`src/rtl/pm_pkg.sv`:
```
package pm_pkg;
  localparam int CFG_W = 3;

  typedef struct packed {
    logic ss_off;
    logic aux;
    logic ess;
  } circ_cfg_t;

  localparam int GLOB_N = 4;
endpackage

```
`src/rtl/pm_sync.sv`:
```
module pm_sync #(
  parameter int W      = 8,
  parameter int STAGES = 2
) (
  input  logic         clk,
  input  logic         rst_n,
  input  logic [W-1:0] async_i,
  output logic [W-1:0] sync_o
);
  logic [W-1:0] stg_q [STAGES];

  always_ff @(posedge clk or negedge rst_n) begin
    if (!rst_n) begin
      for (int s = 0; s < STAGES; s++) stg_q[s] <= '0;
    end else begin
      stg_q[0] <= async_i;
      for (int s = 1; s < STAGES; s++) stg_q[s] <= stg_q[s-1];
    end
  end

  assign sync_o = stg_q[STAGES-1];
endmodule

```
`src/rtl/pm_cfg_store.sv`:
```
module pm_cfg_store
  import pm_pkg::*;
#(
  parameter int N  = 96,
  parameter int AW = $clog2(N)
) (
  input  logic          clk,
  input  logic          rst_n,
  input  logic          we_i,
  input  logic [AW-1:0] addr_i,
  input  circ_cfg_t     wdata_i,
  input  logic          unlock_i,
  output logic [N-1:0]  ess_o,
  output logic [N-1:0]  aux_o,
  output logic [N-1:0]  ss_o
);
  circ_cfg_t    cfg_q   [N];
  circ_cfg_t    cfg_nxt [N];
  logic [N-1:0] wr_hit;

  genvar i;
  generate
    for (i = 0; i < N; i++) begin : g_ent
      assign wr_hit[i] = we_i & unlock_i & (addr_i == AW'(i));

      always_comb begin
        cfg_nxt[i] = cfg_q[i];
        if (wr_hit[i]) cfg_nxt[i] = wdata_i;
      end

      always_ff @(posedge clk or negedge rst_n) begin
        if (!rst_n) cfg_q[i] <= '0;
        else if (wr_hit[i]) cfg_q[i] <= cfg_nxt[i];
      end

      assign ess_o[i] = cfg_q[i].ess;
      assign aux_o[i] = cfg_q[i].aux;
      assign ss_o[i]  = cfg_q[i].ss_off;
    end
  endgenerate


  cfg_lock_chk: assert property (@(posedge clk) disable iff (!rst_n)
    (we_i && !unlock_i) |=> ($stable(ess_o) && $stable(aux_o) && $stable(ss_o)));
endmodule

```
`src/rtl/pm_classify.sv`:
```
module pm_classify #(
  parameter int N      = 96,
  parameter int GLOB_N = 4
) (
  input  logic [N-1:0]      fail_i,
  input  logic [N-1:0]      ess_i,
  input  logic [N-1:0]      aux_i,
  input  logic [N-1:0]      ss_i,
  input  logic [GLOB_N-1:0] glob_i,
  input  logic              op_dump_i,
  output logic              cause_ess_o,
  output logic              cause_mask_o,
  output logic              ss_hit_o
);
  logic [N-1:0] ess_fail;
  logic [N-1:0] aux_only_fail;

  always_comb begin
    ess_fail      = fail_i & ess_i;
    aux_only_fail = fail_i & aux_i & ~ess_i;
    cause_ess_o   = (|ess_fail) | (|glob_i) | op_dump_i;
    cause_mask_o  = cause_ess_o | (|aux_only_fail);
    ss_hit_o      = |(fail_i & ss_i);
  end
endmodule

```
`src/rtl/pm_latch.sv`:
```
module pm_latch (
  input  logic clk,
  input  logic rst_n,
  input  logic cause_i,
  input  logic rearm_i,
  output logic permit_o
);
  logic drop_q;
  logic drop_nxt;

  always_comb begin
    drop_nxt = drop_q;
    if (cause_i)      drop_nxt = 1'b1;
    else if (rearm_i) drop_nxt = 1'b0;
  end

  always_ff @(posedge clk or negedge rst_n) begin
    if (!rst_n) drop_q <= 1'b1;
    else        drop_q <= drop_nxt;
  end

  assign permit_o = ~drop_q;


  cause_drop_chk: assert property (@(posedge clk) disable iff (!rst_n)
    cause_i |=> !permit_o);


  hold_drop_chk: assert property (@(posedge clk) disable iff (!rst_n)
    (!permit_o && !rearm_i) |=> !permit_o);
endmodule

```
`src/rtl/perm_matrix.sv`:
```
module perm_matrix
  import pm_pkg::*;
#(
  parameter int N        = 96,
  parameter int SYNC_STG = 2,
  parameter int AW       = $clog2(N)
) (
  input  logic          clk,
  input  logic          rst_n,
  input  logic [N-1:0]  circ_fail_i,
  input  logic          ups_fault_i,
  input  logic          estop_i,
  input  logic          cryo_hold_lost_i,
  input  logic          cryo_link_err_i,
  input  logic          op_dump_i,
  input  logic          rearm_i,
  input  logic          cfg_we_i,
  input  logic [AW-1:0] cfg_addr_i,
  input  logic [2:0]    cfg_wdata_i,
  output logic          perm_unmask_o,
  output logic          perm_mask_o,
  output logic          matrix_ok_o,
  output logic          subsector_off_o
);
  localparam int SW = N + GLOB_N + 1;

  logic [SW-1:0]     raw_in;
  logic [SW-1:0]     syn_in;
  logic [N-1:0]      fail_s;
  logic [GLOB_N-1:0] glob_s;
  logic              op_s;
  logic [N-1:0]      ess_m, aux_m, ss_m;
  logic              cause_ess, cause_mask, ss_hit;
  logic [1:0]        lvl_cause, lvl_perm;
  logic              unlock;
  logic              ok_q, ok_nxt, ss_q, ss_nxt;
  circ_cfg_t         wword;

  assign raw_in = {op_dump_i, cryo_link_err_i, cryo_hold_lost_i, estop_i, ups_fault_i, circ_fail_i};

  pm_sync #(.W(SW), .STAGES(SYNC_STG)) u_sync (
    .clk(clk), .rst_n(rst_n), .async_i(raw_in), .sync_o(syn_in)
  );

  assign fail_s = syn_in[N-1:0];
  assign glob_s = syn_in[N +: GLOB_N];
  assign op_s   = syn_in[SW-1];

  assign unlock = ~perm_unmask_o & ~perm_mask_o;
  assign wword  = circ_cfg_t'(cfg_wdata_i);

  pm_cfg_store #(.N(N), .AW(AW)) u_cfg (
    .clk(clk), .rst_n(rst_n), .we_i(cfg_we_i), .addr_i(cfg_addr_i),
    .wdata_i(wword), .unlock_i(unlock),
    .ess_o(ess_m), .aux_o(aux_m), .ss_o(ss_m)
  );

  pm_classify #(.N(N), .GLOB_N(GLOB_N)) u_cls (
    .fail_i(fail_s), .ess_i(ess_m), .aux_i(aux_m), .ss_i(ss_m),
    .glob_i(glob_s), .op_dump_i(op_s),
    .cause_ess_o(cause_ess), .cause_mask_o(cause_mask), .ss_hit_o(ss_hit)
  );

  assign lvl_cause = {cause_mask, cause_ess};

  genvar g;
  generate
    for (g = 0; g < 2; g++) begin : g_lvl
      pm_latch u_lat (
        .clk(clk), .rst_n(rst_n), .cause_i(lvl_cause[g]),
        .rearm_i(rearm_i), .permit_o(lvl_perm[g])
      );
    end
  endgenerate

  assign perm_unmask_o = lvl_perm[0];
  assign perm_mask_o   = lvl_perm[1];

  always_comb begin
    ok_nxt = ~cause_ess;
    ss_nxt = ss_hit;
  end

  always_ff @(posedge clk or negedge rst_n) begin
    if (!rst_n) begin
      ok_q <= 1'b0;
      ss_q <= 1'b0;
    end else begin
      ok_q <= ok_nxt;
      ss_q <= ss_nxt;
    end
  end

  assign matrix_ok_o     = ok_q;
  assign subsector_off_o = ss_q;


  redundancy_chk: assert property (@(posedge clk) disable iff (!rst_n)
    !perm_unmask_o |-> !perm_mask_o);


  status_ess_chk: assert property (@(posedge clk) disable iff (!rst_n)
    cause_ess |=> !matrix_ok_o);


  subsector_chk: assert property (@(posedge clk) disable iff (!rst_n)
    ss_hit |=> subsector_off_o);


  aux_spare_chk: assert property (@(posedge clk) disable iff (!rst_n)
    (cause_mask && !cause_ess) |=> (!perm_mask_o && matrix_ok_o));
endmodule

```
`config.mk`:
```
export PLATFORM = sky130hd
export DESIGN_NAME = perm_matrix
export DESIGN_NICKNAME = d
export VERILOG_FILES = /design/src/rtl/pm_pkg.sv /design/src/rtl/pm_sync.sv /design/src/rtl/pm_cfg_store.sv /design/src/rtl/pm_classify.sv /design/src/rtl/pm_latch.sv /design/src/rtl/perm_matrix.sv
export SDC_FILE = /design/constraint.sdc
export NUM_CORES = 1
export LEC_CHECK = 0
export ABC_AREA = 1
export BUFFER_PORTS_ARGS = -buffer_cell sky130_fd_sc_hd__buf_2
export CAP_MARGIN = 20
export CORE_MARGIN = 2
export CORE_UTILIZATION = 30
export CTS_BUF_LIST = sky130_fd_sc_hd__clkbuf_16
export DETAILED_ROUTE_END_ITERATION = 16
export HOLD_SLACK_MARGIN = 0.08
export PLACE_DENSITY = 0.47
export SYNTH_ARGS = -nofsm -noshare
export SYNTH_HDL_FRONTEND = slang
export SYNTH_SLANG_ARGS = --single-unit
```
`constraint.sdc`:
```
create_clock -name clk -period 1.9 [get_ports clk]
set_input_delay 0.19 -clock clk [delete_from_list [all_inputs] [get_ports clk]]
set_output_delay 0.19 -clock clk [all_outputs]
set_load 0.01 [all_outputs]
```
==> metrics.txt, run 1 <==
Final Max Tran Viols=0; clock skew=between 20 and 25 ps; P&R area growth vs syn=27.7%; first-pass GRT wire length=about 87000 um; Slew @ Worst Pin=about 1000 ps; Power Total=between 20 and 25 mW; Post-synth EDFFs=0; Post-Synthesis Cells=roughly 1800; Die W=250 um; crit path DAT=approximately 2300 ps; Starting DRT DRC Count=between 1000 and 1500; clock sinks=494; core area=around 60000 um^2; max incr delay on CP=590 ps; status=complete, no violations; largest net degree at the start of global routing=97; period utilisation layout=97.2%; insertion delay to the later sink of the worst-skew pair=610 ps; Worst VDD drop=about 0.00060 V; IO buf count=approximately 120; clock-pin transition on the worst setup and hold timing paths=approximately 60 ps; post-route cell area=around 23000 um^2; sequential fraction of the synthesis area=68.0%; CP max FO=7; CTS tree=yes; Top delay family on crit path=simple AND/OR/NAND/NOR gates; Cell Area, Placed=20400 um^2; post-layout min period=about 1800 ps; Post-synth ARST share=between 90% and 100%; initial antenna violation count=3; Required @ worst endpoint=around 2400 ps; gp weighted congestion=0.890; Final setup viols=0; Syn Nets=1928; fmax=between 0.5 and 0.6 GHz; Site Rows=90; area of the multi-input gates=between 5000 and 6000 um^2; Top Ports=around 120; commonest cells in the netlist=nand2_1 (703), dfrtp_1 (492), o21ai_0 (274); Power Density=between 1000 and 1500 nW/um^2; Routed WL=between 50000 and 60000 um; Num CTS Buffers=55; most frequent CP cell=nand2_1; post-synthesis cell type count=22; Crit. End Element=register; Detail Route Antenna Nets=0; Post-Synthesis Cell Area=approximately 18000 um^2; Starting Density=30.2%; Via Count=roughly 14000; Ys Warns=0; crit path launch=g_lvl[0].u_lat.drop_q; vias in the first global route=approximately 14000; GRT Total Usage=a little under a fifth; largest area contributor in the netlist=dfrtp_1; vias per cell=between 4 and 5; final hold vios=0; largest cells by area after synthesis=dfrtp_1 (68%), nand2_1 (15%), o21ai_0 (7.5%), nor2_1 (2.2%), nand3b_1 (2.0%); hold crit path type=in -> reg; gr ovfl total=0; Worst Path Class, Setup=reg -> reg; Avg Inst Size Synth=10.0 um^2; Worst R2R Start=g_lvl[0].u_lat.drop_q; #FFs+latches synth=just under 500; Critical-path top delay cell=dfstp_2; nets=2250; Pre-Repair DR Iteration Count=6; Bufs and invs on worst path=1; RSZ-0062 raised after global routing=true; layout cells sized above 1=13.5%; Cell Chain, Critical Path=nand3_4 > nor3_2 > buf_4 > nand2_1 > nand2_1 > o21ai_0; Post-synth top flop=dfrtp_1; area share of the largest cell type after synthesis=67.7%; H-tree level count=2; worst hold path startpoint=cfg_wdata_i[0]; Lkg Pwr=~11 nW; # fillers=approximately 6000; Longest Clk Path Bufs=3; Startpoint Class=register; Root Driver=clkbuf_16; Die H=about 250 um; MaxCap Viol Count=0; Setup TNS=0 ps; die area=approximately 63000 um^2; FF/Latch Area=roughly 12000 um^2; count leader, synth=nand2_1; Remaining DRCs=0; DP HPWL=between 40000 and 50000 um; wire per inst=about 20 um; Rel. slew slack=around a third
power breakdown:
group / switching (mW) / internal [mW]
clock network: 4.20 / 5.52
registers: 0.463 / 11.2
logic: 1.30 / 0.850
layout by cell type (no fill, tap or decap), types with 18 or more instances in the layout:
cell type,n
nand4_1,18
inv_1,58
buf_2,117
clkbuf_16,57
dfrtp_1,492
buf_12,19
buf_4,55
nand3b_1,48
nor2_1,105
dlygate4sd3_1,106
nand3_1,29
o21ai_0,274
nand2_1,699
layout make-up:
class                   count  share of cell area (%)
clock inverters            39                   0.905
multi-input cells        1237                    24.0
repair buffers            302                    10.8
diodes                      2                  0.0216
clock buffers              57                    6.14
inverters                  45                   0.728
well taps                 782                    4.21
flip-flops and latches    494                    53.3
registers in the layout (all words and copies together), names as in the netlist:
signal              flops
u_cfg.ss_o             96
u_sync.sync_o         101
subsector_off_o         1
u_cfg.ess_o            96
u_cfg.aux_o            96
g_lvl.u_lat.drop_q      2
matrix_ok_o             1
u_sync.stg_q          101
worst min-delay path, delay by kind of cell:
kind | cells | cell delay (ps)
buffers and inverters | 3 | 350
AO/OA/AOI/OAI | 1 | 190
through the flow:
stage / std cells / worst slack [ps] / utilization [%] / hold slack (ps)
after floorplan: 1813 / 200 / - / -106
after global placement: 2749 / -120 / 34.0 / 72.7
after detailed placement: 2749 / -124 / 34.0 / 74.9
after CTS: 2955 / 7.12 / 38.5 / 158
after global routing: 2958 / -40.4 / 38.6 / 205
final: 2958 / 52.8 / 38.6 / 198
per-layer routing:
layer,wire [um],track usage (%),vias up
met3,3410,3.42,98
met1,26700,26.5,6715
met5,13,0,-
met4,1980,7.31,2
li1,-,-,6564
met2,25900,28.4,401
final timing paths:
path                                     endpoint  slack (ps)  depth (start not counted)
worst max register to register    u_cfg.ess_o[12]          50                          6
worst min register to register  u_sync.sync_o[88]         340                          0
max in group asynchronous          u_cfg.ss_o[61]         310                          3
worst max-delay path              u_cfg.ess_o[12]          50                          6
worst min-delay path              u_cfg.ess_o[13]         200                          4
min in group asynchronous         u_cfg.ess_o[87]         210                          3
cell families after synthesis:
group           count (synthesis)  share of synthesized area, %
compound gates                311                          8.81
buf+inv                        83                          1.73
flops                         494                          68.0
simple gates                  925                          21.5
repair_timing:
item                       in CTS  in global routing
setup endpoints to repair      69                167
gates resized for setup         3                 10
gates cloned                    0                  1
hold endpoints to repair      610                  0
setup buffers                   4                  0
hold buffers                  106                  0
pin swaps                       1                  1
Power figures use the tool's default switching activity.
==> run 2: changes to the inputs <==
--- a/config.mk
+++ b/config.mk
@@ -6,7 +6,7 @@
 export NUM_CORES = 1
 export LEC_CHECK = 0
 export ABC_AREA = 1
-export BUFFER_PORTS_ARGS = -buffer_cell sky130_fd_sc_hd__buf_2
+export BUFFER_PORTS_ARGS = -buffer_cell sky130_fd_sc_hd__buf_4
 export CAP_MARGIN = 20
 export CORE_MARGIN = 2
 export CORE_UTILIZATION = 30
==> run 2 against run 1 <==
Hold slack worse by 93 ps. Die area unchanged. Clock-buffer cell count down 2. Utilization up 0.43 points. Cell area up 1.1%. Critical endpoint is now u_cfg.aux_o[90].
==> metrics.txt, run 2 (synthesis results as in run 1) <==
status=complete, no violations; crit path DAT=2300 ps (about the same); RSZ-0062 raised after global routing=true; Cell Area, Placed=20700 um^2 (+1.4%); largest net degree at the start of global routing=95 (-2.1%); Worst Path Class, Setup=reg -> reg; Site Rows=90 (unchanged); core area=60100 um^2 (unchanged); Worst VDD drop=0.000596 V (-1.0%); CP max FO=11 (+4); Power Total=23.5 mW (-0.40%); hold_ws=105 ps (-93.4 ps); DP HPWL=42300 um (+1.6%); Via Count=13600 (-1.2%); insertion delay to the later sink of the worst-skew pair=610 ps (about the same); max incr delay on CP=550 ps (-40 ps); Starting DRT DRC Count=1088 (-3.7%); Longest Clk Path Bufs=3 (unchanged); clock-pin transition on the worst setup and hold timing paths=60 ps (about the same); Die H=250 um (unchanged); gp weighted congestion=0.917 (+3.0%); IO buf count=118 (unchanged); Lkg Pwr=10.9 nW (+0.70%); Routed WL=58500 um (+0.92%); hold crit path type=in -> reg; Comb pwr share=9.5% (+0.4 points); CTS tree=yes; Slew @ Worst Pin=829 ps (-149 ps); vias in the first global route=13700 (-0.84%); initial antenna violation count=1 (-2); P&R area growth vs syn=29.1%; Starting Density=30.2% (unchanged); Final Max Tran Viols=0 (unchanged); first-pass GRT wire length=87600 um (+0.65%); Setup TNS=0 ps (unchanged); Pre-Repair DR Iteration Count=5 (-1); worst setup margin=64.7 ps (+11.9 ps); Startpoint Class=register; Detail Route Antenna Nets=0 (unchanged); die area=62600 um^2 (unchanged); MaxCap Viol Count=0 (unchanged); final hold vios=0 (unchanged); GRT Total Usage=19.0% (+0.26 points); # fillers=5998 (+0.40%); Rel. slew slack=44.5% (+10 points); Die W=250 um (unchanged); Power Density=999 nW/um^2 (-1.5%); Cell Chain, Critical Path=nand3_4 > buf_4 > nor3_4 > buf_4 > nand2_1 > nand2_1 > o21ai_0; net switching fraction of the power=25.6% (+0.25 points); Top Ports=119 (unchanged); Seq pwr share=49.8% (+0.2 points); Required @ worst endpoint=2360 ps (about the same); gr ovfl total=0 (unchanged); post-layout min period=1840 ps (-11.9 ps); wire per inst=19.7 um (+0.51%); layout cells sized above 1=14.0% (+0.51 points); period utilisation layout=96.6% (-0.62 points); R2R setup slack=60 ps (about the same); most frequent cells in the layout=nand2_1 (700), dfrtp_1 (492), o21ai_0 (274); commonest non-fill, non-tap cell in the layout=nand2_1; clock power share=40.7% (-0.5 points); post-route cell area=23500 um^2 (+1.1%); Num CTS Buffers=53 (-3.6%); Critical-path top delay cell=dfstp_2; Root Driver=clkbuf_16; internal power=17.5 mW (-0.73%); NetSw=5.99 mW (+0.59%); clock skew=15.0 ps (-9.44 ps); Final setup viols=0 (unchanged); DP Worst Slack=-7.52 ps (+117 ps); H-tree level count=2 (unchanged); area of the multi-input gates=5550 um^2 (-0.13%); FF/Latch Area=12400 um^2 (unchanged); fmax=0.545 GHz (+0.65%); vias per cell=4.58 (-1.6%); nets=2260 (+0.44%); Remaining DRCs=0 (unchanged); clock sinks=494 (unchanged); Crit. End Element=register
==> run 2: cell types whose count changed in the layout (fill, tap and decap cells not counted), sizes merged <==
| cell | change |
|---|---|
| buf | +10 |
| clkinv | +7 |
| inv | -7 |
| clkinvlp | +3 |
| dlygate4sd3 | +3 |
| clkbuf | -2 |
| diode | -1 |
| nand3 | -1 |
==> run 2: cell type report <==
type                    count  area share [%]
clock inverters            42           0.917
flip-flops and latches    494            52.7
multi-input cells        1236            23.7
diodes                      1          0.0107
clock buffers              55            5.86
inverters                  45           0.720
well taps                 782            4.17
repair buffers            315            12.0
==> run 2: critical path, delay by kind of cell (launching register included) <==
family,cells,cell delay (ps)
flops,1,550
buf+inv,2,440
simple gates,4,610
compound gates,1,80
==> run 2: final timing paths <==
path,startpoint,end,depth (start not counted)
worst max-delay path,g_lvl[0].u_lat.drop_q,u_cfg.aux_o[90],7
worst min-delay path,cfg_addr_i[6],u_cfg.aux_o[4],4
worst max register to register,g_lvl[0].u_lat.drop_q,u_cfg.aux_o[90],7
worst min register to register,u_sync.stg_q[121],u_sync.sync_o[20],0
max in group asynchronous,rst_n,u_sync.stg_q[199],3
min in group asynchronous,rst_n,g_lvl[0].u_lat.drop_q,2
==> run 2: layer usage <==
layer  GRT usage (%)  routed length (um)
met3            3.11                3030
met2            29.5               26500
met4            7.03                1950
met5               0                   0
met1            26.7               27000
==> run 2: metrics by stage <==
step	util, %	std cells
finish	39.0	2970
detailed placement	34.4	2759
global placement	34.4	2759
CTS	38.9	2965
global route	39.0	2970
floorplan	-	1813
==> run 2: power groups by stage <==
| stage | sequential (mW) | combinational (mW) | clock [mW] |
|---|---|---|---|
| 3_3_place_gp | 11.9 | 2.03 | 0 |
| 4_1_cts | 11.7 | 2.24 | 9.87 |
| 2_1_floorplan | 11.7 | 0.976 | 0 |
| 6_report | 11.7 | 2.23 | 9.54 |
| 3_5_place_dp | 11.9 | 2.05 | 0 |
| 5_1_grt | 11.8 | 2.49 | 10.3 |
==> run 2: repair_timing <==
item,CTS,global route
buffers inserted,0,4
pin swaps,0,1
setup endpoints to repair,10,102
cloned,0,0
hold endpoints to repair,617,0
hold buffers,109,0
resized for setup,4,9
